`src/rtl/fpsu_pkg.sv`:
```
package fpsu_pkg;

    localparam int CTRL_W  = 16;
    localparam int STAT_W  = 32;
    localparam int EXC_W   = 8;
    localparam int ACC_W   = 5;
    localparam int CC_W    = 4;
    localparam int QUOT_W  = 8;
    localparam int VEC_W   = 8;
    localparam int MODE_W  = 2;
    localparam int CTRL_PAD_W = CTRL_W - EXC_W - 2 * MODE_W;
    localparam int STAT_LO_PAD = 3;
    localparam int STAT_HI_PAD = STAT_W - STAT_LO_PAD - ACC_W - EXC_W - QUOT_W - CC_W;

    localparam logic REG_CTRL = 1'b0;
    localparam logic REG_STAT = 1'b1;

    localparam logic [VEC_W-1:0] VEC_BSUN = 8'd48;
    localparam logic [VEC_W-1:0] VEC_INEX = 8'd49;
    localparam logic [VEC_W-1:0] VEC_DZ   = 8'd50;
    localparam logic [VEC_W-1:0] VEC_UNFL = 8'd51;
    localparam logic [VEC_W-1:0] VEC_OPER = 8'd52;
    localparam logic [VEC_W-1:0] VEC_OVFL = 8'd53;
    localparam logic [VEC_W-1:0] VEC_SNAN = 8'd54;

    // Exception byte; bit 0 is inex1
    typedef struct packed {
        logic bsun;
        logic snan;
        logic operr;
        logic ovfl;
        logic unfl;
        logic dz;
        logic inex2;
        logic inex1;
    } exc_t;

    // Sticky summary; bit 0 is inex
    typedef struct packed {
        logic iop;
        logic ovfl;
        logic unfl;
        logic dz;
        logic inex;
    } acc_t;

    typedef enum logic [MODE_W-1:0] {
        RND_EVEN = 2'd0, RND_ZERO = 2'd1, RND_DOWN = 2'd2, RND_UP = 2'd3
    } rnd_e;

    typedef struct packed {
        exc_t              en;
        logic [MODE_W-1:0] prec;
        rnd_e              rnd;
    } ctrl_t;

    function automatic exc_t widen_unfl(exc_t raw);
        exc_t r = raw;
        r.inex2 = raw.inex2 | raw.unfl;
        return r;
    endfunction

    function automatic acc_t summarize(exc_t e);
        acc_t a;
        a.iop  = e.bsun | e.snan | e.operr;
        a.ovfl = e.ovfl;
        a.unfl = e.unfl & e.inex2;
        a.dz   = e.dz;
        a.inex = e.inex1 | e.inex2 | e.ovfl;
        return a;
    endfunction

endpackage

```
`src/rtl/fpsu_ctrl_reg.sv`:
```
module fpsu_ctrl_reg
    import fpsu_pkg::*;
(
    input  logic              clk,
    input  logic              rst,
    input  logic              wr_en,
    input  logic [CTRL_W-1:0] wdata,
    output ctrl_t             ctrl
);
    always_ff @(posedge clk) begin
        if (rst) begin
            ctrl <= '0;
        end else if (wr_en) begin
            ctrl <= ctrl_t'(wdata[CTRL_W-1:CTRL_PAD_W]);
        end
    end
endmodule

```
`src/rtl/fpsu_exc_fold.sv`:
```
module fpsu_exc_fold
    import fpsu_pkg::*;
(
    input  logic [EXC_W-1:0] raw,
    output exc_t             es,
    output acc_t             acc
);
    always_comb begin
        es  = widen_unfl(exc_t'(raw));
        acc = summarize(es);
    end
endmodule

```
`src/rtl/fpsu_trap_arb.sv`:
```
module fpsu_trap_arb
    import fpsu_pkg::*;
(
    input  exc_t             es,
    input  exc_t             en,
    output logic             fire,
    output logic [VEC_W-1:0] vec
);
    exc_t hit;

    always_comb begin
        hit  = es & en;
        fire = |hit;
        vec  = VEC_INEX;
        if      (hit.bsun)  vec = VEC_BSUN;
        else if (hit.snan)  vec = VEC_SNAN;
        else if (hit.operr) vec = VEC_OPER;
        else if (hit.ovfl)  vec = VEC_OVFL;
        else if (hit.unfl)  vec = VEC_UNFL;
        else if (hit.dz)    vec = VEC_DZ;
    end
endmodule

```
`src/rtl/fp_status_unit.sv`:
```
module fp_status_unit
    import fpsu_pkg::*;
(
    input  logic              clk,
    input  logic              rst,
    input  logic              reg_wr,
    input  logic              reg_sel,
    input  logic [STAT_W-1:0] reg_wdata,
    output logic [CTRL_W-1:0] ctrl_rdata,
    output logic [STAT_W-1:0] stat_rdata,
    input  logic              op_start,
    input  logic              op_done,
    input  logic [EXC_W-1:0]  op_exc,
    input  logic [CC_W-1:0]   op_cc,
    input  logic [QUOT_W-1:0] op_quot,
    output logic              trap_req,
    output logic [VEC_W-1:0]  trap_vec,
    input  logic              trap_ack
);
    localparam int ACC_LSB  = STAT_LO_PAD;
    localparam int EXC_LSB  = ACC_LSB + ACC_W;
    localparam int QUOT_LSB = EXC_LSB + EXC_W;
    localparam int CC_LSB   = QUOT_LSB + QUOT_W;

    ctrl_t             ctrl_q;
    exc_t              es_q, es_new;
    acc_t              acc_q, acc_new;
    logic [QUOT_W-1:0] quot_q;
    logic [CC_W-1:0]   cc_q;
    logic              trap_q;
    logic [VEC_W-1:0]  vec_q, vec_new;
    logic              fire;
    logic              stat_wr;

    assign stat_wr = reg_wr && (reg_sel == REG_STAT);

    fpsu_ctrl_reg u_ctrl (
        .clk   (clk),
        .rst   (rst),
        .wr_en (reg_wr && (reg_sel == REG_CTRL)),
        .wdata (reg_wdata[CTRL_W-1:0]),
        .ctrl  (ctrl_q)
    );

    fpsu_exc_fold u_fold (
        .raw (op_exc),
        .es  (es_new),
        .acc (acc_new)
    );

    fpsu_trap_arb u_arb (
        .es   (es_new),
        .en   (ctrl_q.en),
        .fire (fire),
        .vec  (vec_new)
    );

    always_ff @(posedge clk) begin
        if (rst) begin
            es_q   <= '0;
            acc_q  <= '0;
            quot_q <= '0;
            cc_q   <= '0;
        end else if (stat_wr) begin
            acc_q  <= acc_t'(reg_wdata[EXC_LSB-1:ACC_LSB]);
            es_q   <= exc_t'(reg_wdata[QUOT_LSB-1:EXC_LSB]);
            quot_q <= reg_wdata[CC_LSB-1:QUOT_LSB];
            cc_q   <= reg_wdata[CC_LSB+CC_W-1:CC_LSB];
        end else if (!trap_q) begin
            if (op_done) begin
                es_q   <= es_new;
                acc_q  <= acc_q | acc_new;
                quot_q <= op_quot;
                cc_q   <= op_cc;
            end else if (op_start) begin
                es_q <= '0;
            end
        end
    end

    always_ff @(posedge clk) begin
        if (rst) begin
            trap_q <= 1'b0;
            vec_q  <= '0;
        end else if (trap_q) begin
            if (trap_ack) trap_q <= 1'b0;
        end else if (op_done && fire) begin
            trap_q <= 1'b1;
            vec_q  <= vec_new;
        end
    end

    assign ctrl_rdata = {ctrl_q, {CTRL_PAD_W{1'b0}}};
    assign stat_rdata = {{STAT_HI_PAD{1'b0}}, cc_q, quot_q, es_q, acc_q, {STAT_LO_PAD{1'b0}}};
    assign trap_req   = trap_q;
    assign trap_vec   = vec_q;

    // a lone start clears the exception byte
    a_r4_start_clears: assert property (@(posedge clk) disable iff (rst)
        (op_start && !op_done && !trap_req && !stat_wr) |=> (stat_rdata[QUOT_LSB-1:EXC_LSB] == '0));

    // accrued flags never drop without a status write
    a_r6_accrued_sticky: assert property (@(posedge clk) disable iff (rst)
        !stat_wr |=> ((stat_rdata[EXC_LSB-1:ACC_LSB] & $past(stat_rdata[EXC_LSB-1:ACC_LSB]))
                      == $past(stat_rdata[EXC_LSB-1:ACC_LSB])));

    // request and vector hold until acknowledged
    a_r9_trap_hold: assert property (@(posedge clk) disable iff (rst)
        (trap_req && !trap_ack) |=> (trap_req && $stable(trap_vec)));

    a_r9_ack_drops: assert property (@(posedge clk) disable iff (rst)
        (trap_req && trap_ack) |=> !trap_req);

    // status frozen while a trap is pending
    a_r10_frozen: assert property (@(posedge clk) disable iff (rst)
        (trap_req && !stat_wr) |=> $stable(stat_rdata));

    // vector always one of the defined numbers
    a_r8_vec_range: assert property (@(posedge clk) disable iff (rst)
        trap_req |-> (trap_vec >= VEC_BSUN && trap_vec <= VEC_SNAN));

    // no trap without a completion
    a_r7_trap_cause: assert property (@(posedge clk) disable iff (rst)
        (!trap_req && !op_done) |=> !trap_req);
endmodule

```
`config.mk`:
```
export PLATFORM = sky130hd
export DESIGN_NAME = fp_status_unit
export DESIGN_NICKNAME = d
export VERILOG_FILES = /design/src/rtl/fpsu_pkg.sv /design/src/rtl/fpsu_ctrl_reg.sv /design/src/rtl/fpsu_exc_fold.sv /design/src/rtl/fpsu_trap_arb.sv /design/src/rtl/fp_status_unit.sv
export SDC_FILE = /design/constraint.sdc
export NUM_CORES = 1
export LEC_CHECK = 0
export BUFFER_PORTS_ARGS = -buffer_cell sky130_fd_sc_hd__buf_4
export CAP_MARGIN = 20
export CORE_MARGIN = 5
export CORE_UTILIZATION = 42
export CTS_BUF_LIST = sky130_fd_sc_hd__clkbuf_16
export DETAILED_ROUTE_END_ITERATION = 8
export HOLD_SLACK_MARGIN = 0.15
export MAX_ROUTING_LAYER = met4
export PLACE_DENSITY = 0.82
export SETUP_SLACK_MARGIN = 0.1
export SYNTH_ARGS = -nofsm -noshare
export SYNTH_HDL_FRONTEND = slang
export SYNTH_SLANG_ARGS = --single-unit
```
`constraint.sdc`:
```
create_clock -name clk -period 1.75 [get_ports clk]
set_clock_uncertainty 0.2 [all_clocks]
set_input_delay 0.0875 -clock clk [delete_from_list [all_inputs] [get_ports clk]]
set_output_delay 0.0875 -clock clk [all_outputs]
set_load 0.01 [all_outputs]
```
==> flow_summary.html <==
<table>
<tr><th>Metric</th><th>Value</th></tr>
<tr><th colspan="2">Die</th></tr>
<tr><td>Overall die area</td><td>5870 um2</td></tr>
<tr><td>Area of the core</td><td>4320 um2</td></tr>
<tr><td>Boundary pin count</td><td>116</td></tr>
<tr><td>Horizontal die dimension</td><td>76.6 um</td></tr>
<tr><td>Count of standard-cell rows</td><td>24</td></tr>
<tr><td>Starting density of the core</td><td>43.1%</td></tr>
<tr><td>Vertical extent of the die</td><td>76.6 um</td></tr>
<tr><th colspan="2">Clocking</th></tr>
<tr><td>Clock tree from TritonCTS</td><td>built</td></tr>
<tr><td>Post-CTS clock slew at the launch and capture registers of the worst setup and hold paths</td><td>60 ps</td></tr>
<tr><td>Library cell used as clock root buffer</td><td>sky130_fd_sc_hd__clkbuf_16</td></tr>
<tr><td>Clk_lat worst skew</td><td>280 ps</td></tr>
<tr><td>Buffer depth of the longest clock path</td><td>2</td></tr>
<tr><td>H-tree Lvls</td><td>2</td></tr>
<tr><td>TritonCTS sink count</td><td>42</td></tr>
<tr><td>Number of CTS-inserted buffers</td><td>5</td></tr>
<tr><th colspan="2">STA</th></tr>
<tr><td>Post-route setup TNS</td><td>0 ps</td></tr>
<tr><td>Final setup viols</td><td>0</td></tr>
<tr><td>Slew Viols, Final</td><td>0</td></tr>
<tr><td>Final critical-path share of the clock period</td><td>94.0%</td></tr>
<tr><td>Setup repair after global routing missed its margin</td><td>yes</td></tr>
<tr><td>Upper clock frequency limit</td><td>608 MHz</td></tr>
<tr><td>Final count of hold timing violations</td><td>0</td></tr>
<tr><td>Shortest period the worst path allows</td><td>1640 ps</td></tr>
<tr><th colspan="2">Synth</th></tr>
<tr><td>Cell types with the largest area share after synthesis</td><td>sky130_fd_sc_hd__dfxtp_1 45%, sky130_fd_sc_hd__nand2_1 12%, sky130_fd_sc_hd__buf_4 6.4%</td></tr>
<tr><td>Synth Cell Area</td><td>1870 um2</td></tr>
<tr><td>Synth area leader</td><td>sky130_fd_sc_hd__dfxtp_1</td></tr>
<tr><td>Seq/Total Area, Yosys</td><td>45.1%</td></tr>
<tr><td>Total number of yosys warnings</td><td>0</td></tr>
<tr><td>Synth async-reset ratio</td><td>0%</td></tr>
<tr><td>Count of flip-flops with a built-in enable after synthesis</td><td>0</td></tr>
<tr><td>Cells after Synth</td><td>235</td></tr>
<tr><td>Avg Inst Size Synth</td><td>7.94 um2</td></tr>
<tr><td>Synth cell count leaders</td><td>61 x sky130_fd_sc_hd__nand2_1, 42 x sky130_fd_sc_hd__dfxtp_1, 25 x sky130_fd_sc_hd__nor2_1</td></tr>
<tr><td>Top FF cell, synth</td><td>sky130_fd_sc_hd__dfxtp_1</td></tr>
<tr><td>Synthesized flop and latch total</td><td>42</td></tr>
<tr><td>Fraction of post-synthesis cell area in the top cell type by area</td><td>45.1%</td></tr>
<tr><td>Most common cell in the netlist</td><td>sky130_fd_sc_hd__nand2_1</td></tr>
<tr><td>Library cells used by synthesis</td><td>31</td></tr>
<tr><th colspan="2">Placement</th></tr>
<tr><td>Half-perimeter wire length after placement</td><td>4.14 mm</td></tr>
<tr><td>Routability-driven placement congestion ratio</td><td>0.817</td></tr>
<tr><td>PortBufs</td><td>94</td></tr>
<tr><td>Dpl cells</td><td>369</td></tr>
<tr><td>Cell area reported after detailed placement</td><td>2540 um2</td></tr>
<tr><th colspan="2">Critical path</th></tr>
<tr><td>Capturing element type of the critical path</td><td>flop</td></tr>
<tr><td>Delay of the slowest cell on the worst path</td><td>610 ps</td></tr>
<tr><td>Cell type of the slowest stage on the worst timing path</td><td>sky130_fd_sc_hd__dlygate4sd3_1</td></tr>
<tr><td>CP Launch Type</td><td>input pin</td></tr>
<tr><td>Category of the most critical setup path</td><td>in -&gt; reg</td></tr>
<tr><td>Number of cells on the worst reg-to-reg path</td><td>4</td></tr>
<tr><td>Critical path data arrival time</td><td>1660 ps</td></tr>
<tr><td>Top fanout value on the critical path</td><td>4</td></tr>
<tr><td>Crit path top cell by count</td><td>sky130_fd_sc_hd__a221o_1</td></tr>
<tr><td>Required time worst endpoint</td><td>1770 ps</td></tr>
<tr><td>Worst-path cell chain</td><td>buf_4 -&gt; dlygate4sd3_1 -&gt; a221o_1 -&gt; a221o_1 -&gt; o21ai_2</td></tr>
<tr><th colspan="2">Power and ir drop</th></tr>
<tr><td>Design internal power</td><td>1.85 mW</td></tr>
<tr><td>Clock group share of total power</td><td>34.2%</td></tr>
<tr><td>Sequential group share of total power</td><td>42.4%</td></tr>
<tr><td>Part of the total power dissipated in combinational logic</td><td>23.4%</td></tr>
<tr><td>Psw</td><td>0.670 mW</td></tr>
<tr><td>Switch share</td><td>26.6%</td></tr>
<tr><td>Total power divided by cell area</td><td>786 nW/um2</td></tr>
<tr><td>Total chip power</td><td>2.52 mW</td></tr>
<tr><td>Lkg Pwr</td><td>1.44 nW</td></tr>
<tr><td>Largest vdd supply drop</td><td>0.645 mV</td></tr>
<tr><th colspan="2">Routing</th></tr>
<tr><td>DRT antenna net count</td><td>0</td></tr>
<tr><td>Total detailed-routing wirelength</td><td>6.78 mm</td></tr>
<tr><td>Average detailed-routed wire length per instance</td><td>15.9 um</td></tr>
<tr><td>Initial drt markers</td><td>132</td></tr>
<tr><td>Number of vias per cell</td><td>5.23</td></tr>
<tr><td>Via count of the routed design</td><td>2235</td></tr>
<tr><td>First-pass iteration count of the detailed router</td><td>4</td></tr>
<tr><td>Residual DRC</td><td>0</td></tr>
<tr><th colspan="2">Global routing</th></tr>
<tr><td>Total gr overflow</td><td>0</td></tr>
<tr><td>GRT Util Overall</td><td>23.3%</td></tr>
<tr><td>Antenna violations before repair</td><td>0</td></tr>
<tr><td>Pin count of the biggest net entering global routing</td><td>44</td></tr>
<tr><td>Vias in the first global route</td><td>2239</td></tr>
<tr><td>First-pass GRT wire length</td><td>10.9 mm</td></tr>
<tr><th colspan="2">Hold path</th></tr>
<tr><td>Count of cells along the worst hold path</td><td>2</td></tr>
<tr><td>Path category of the worst min-delay check</td><td>in -&gt; reg</td></tr>
<tr><th colspan="2">Finish</th></tr>
<tr><td>Area growth from synthesis to layout</td><td>71.7%</td></tr>
<tr><td>Antenna cell count</td><td>0</td></tr>
<tr><td>Finished Core Util</td><td>74.1%</td></tr>
<tr><td>Count of nets after finishing</td><td>434</td></tr>
<tr><td>Layout cells sized above 1</td><td>30.1%</td></tr>
<tr><td>Design area</td><td>3200 um2</td></tr>
<tr><td>Non-filler cells, final</td><td>427</td></tr>
<tr><th colspan="2">Run</th></tr>
<tr><td>Number of max-capacitance violations reported</td><td>0</td></tr>
<tr><th colspan="2">Status</th></tr>
<tr><td>Run status</td><td>complete, no violations</td></tr>
</table>
[kinds of logic (layout without fill, tap and decap cells)]
kind of cell,after synthesis,count (layout),synth area share [%]
other,1,14,0.201
buffers and inverters,32,159,9.93
AO/OA/AOI/OAI,53,53,20.7
AND/OR/NAND/NOR,107,107,24.1
flip-flops,42,42,45.1
[per-stage QoR]
step / setup WS, ps / hold WS, ps
final: 106 / 62.0
after CTS: 116 / 31.0
after global placement: 173 / 144
after detailed placement: 107 / 153
after floorplan: 237 / 23.5
after global routing: 2.20 / 71.3
[layout by cell type (no fill, tap or decap), drive strengths merged, types with 5 or more instances in the layout]
cell and n:
buf 100, conb 14, nor2 25, nand2 61, clkbuf 5, a311oi 12
a222oi 6, dfxtp 42, dlygate4sd3 50, a21oi 15, nor3 8
[routing by layer]
metal	GRT usage, %	routed length (um)	vias to the layer above
met5	-	0	-
met4	7.69	153	0
met3	6.26	507	20
met2	38.6	3350	117
met1	27.3	2760	1023
li1	-	-	1075
[sequential cells by signal, indices dropped and copies added, names as in the netlist]
name and cells:
trap_req 1, stat_rdata 13, u_ctrl.ctrl 12, trap_vec 4
quot_q 8, cc_q 4
[critical path: cells and delay by family]
family,cells,cell delay [ps]
buffers and inverters,2,730
AOI/OAI and AO/OA,3,840
[power groups by stage]
| stage | clock (mW) | sequential, mW | combinational, mW |
|---|---|---|---|
| detailed placement | 0 | 1.09 | 0.479 |
| floorplan | 0 | 1.11 | 0.216 |
| global route | 0.921 | 1.08 | 0.635 |
| finish | 0.861 | 1.07 | 0.588 |
| CTS | 0.881 | 1.07 | 0.568 |
| global placement | 0 | 1.08 | 0.472 |
[repair_timing]
action                     4_1_cts  5_1_grt
setup endpoints to repair        1        8
setup buffers                    0        1
hold buffers                    49        1
pin swaps                        0        5
hold endpoints to repair        42       22
resized for setup                1        7
[final timing paths]
check | startpoint | to | slack, ps
max | op_exc[5] | trap_vec[1]$_SDFFE_PP0P_ | 110
min | rst | stat_rdata[8]$_SDFFE_PP0P_ | 60
max reg2reg | u_ctrl.ctrl[9]$_SDFFE_PP0P_ | trap_vec[0]$_SDFFE_PP0P_ | 130
min reg2reg | u_ctrl.ctrl[2]$_SDFFE_PP0P_ | u_ctrl.ctrl[2]$_SDFFE_PP0P_ | 260
[final cells by class]
cell class | instances | area, um2
repair buffers | 150 | 1250
flip-flops and latches | 42 | 846
multi-input cells | 174 | 901
clock buffers | 5 | 125
inverters | 2 | 7.51
clock inverters | 2 | 7.51
well taps | 52 | 65.1
fillers | 309 | 1120
Power figures use the tool's default switching activity.
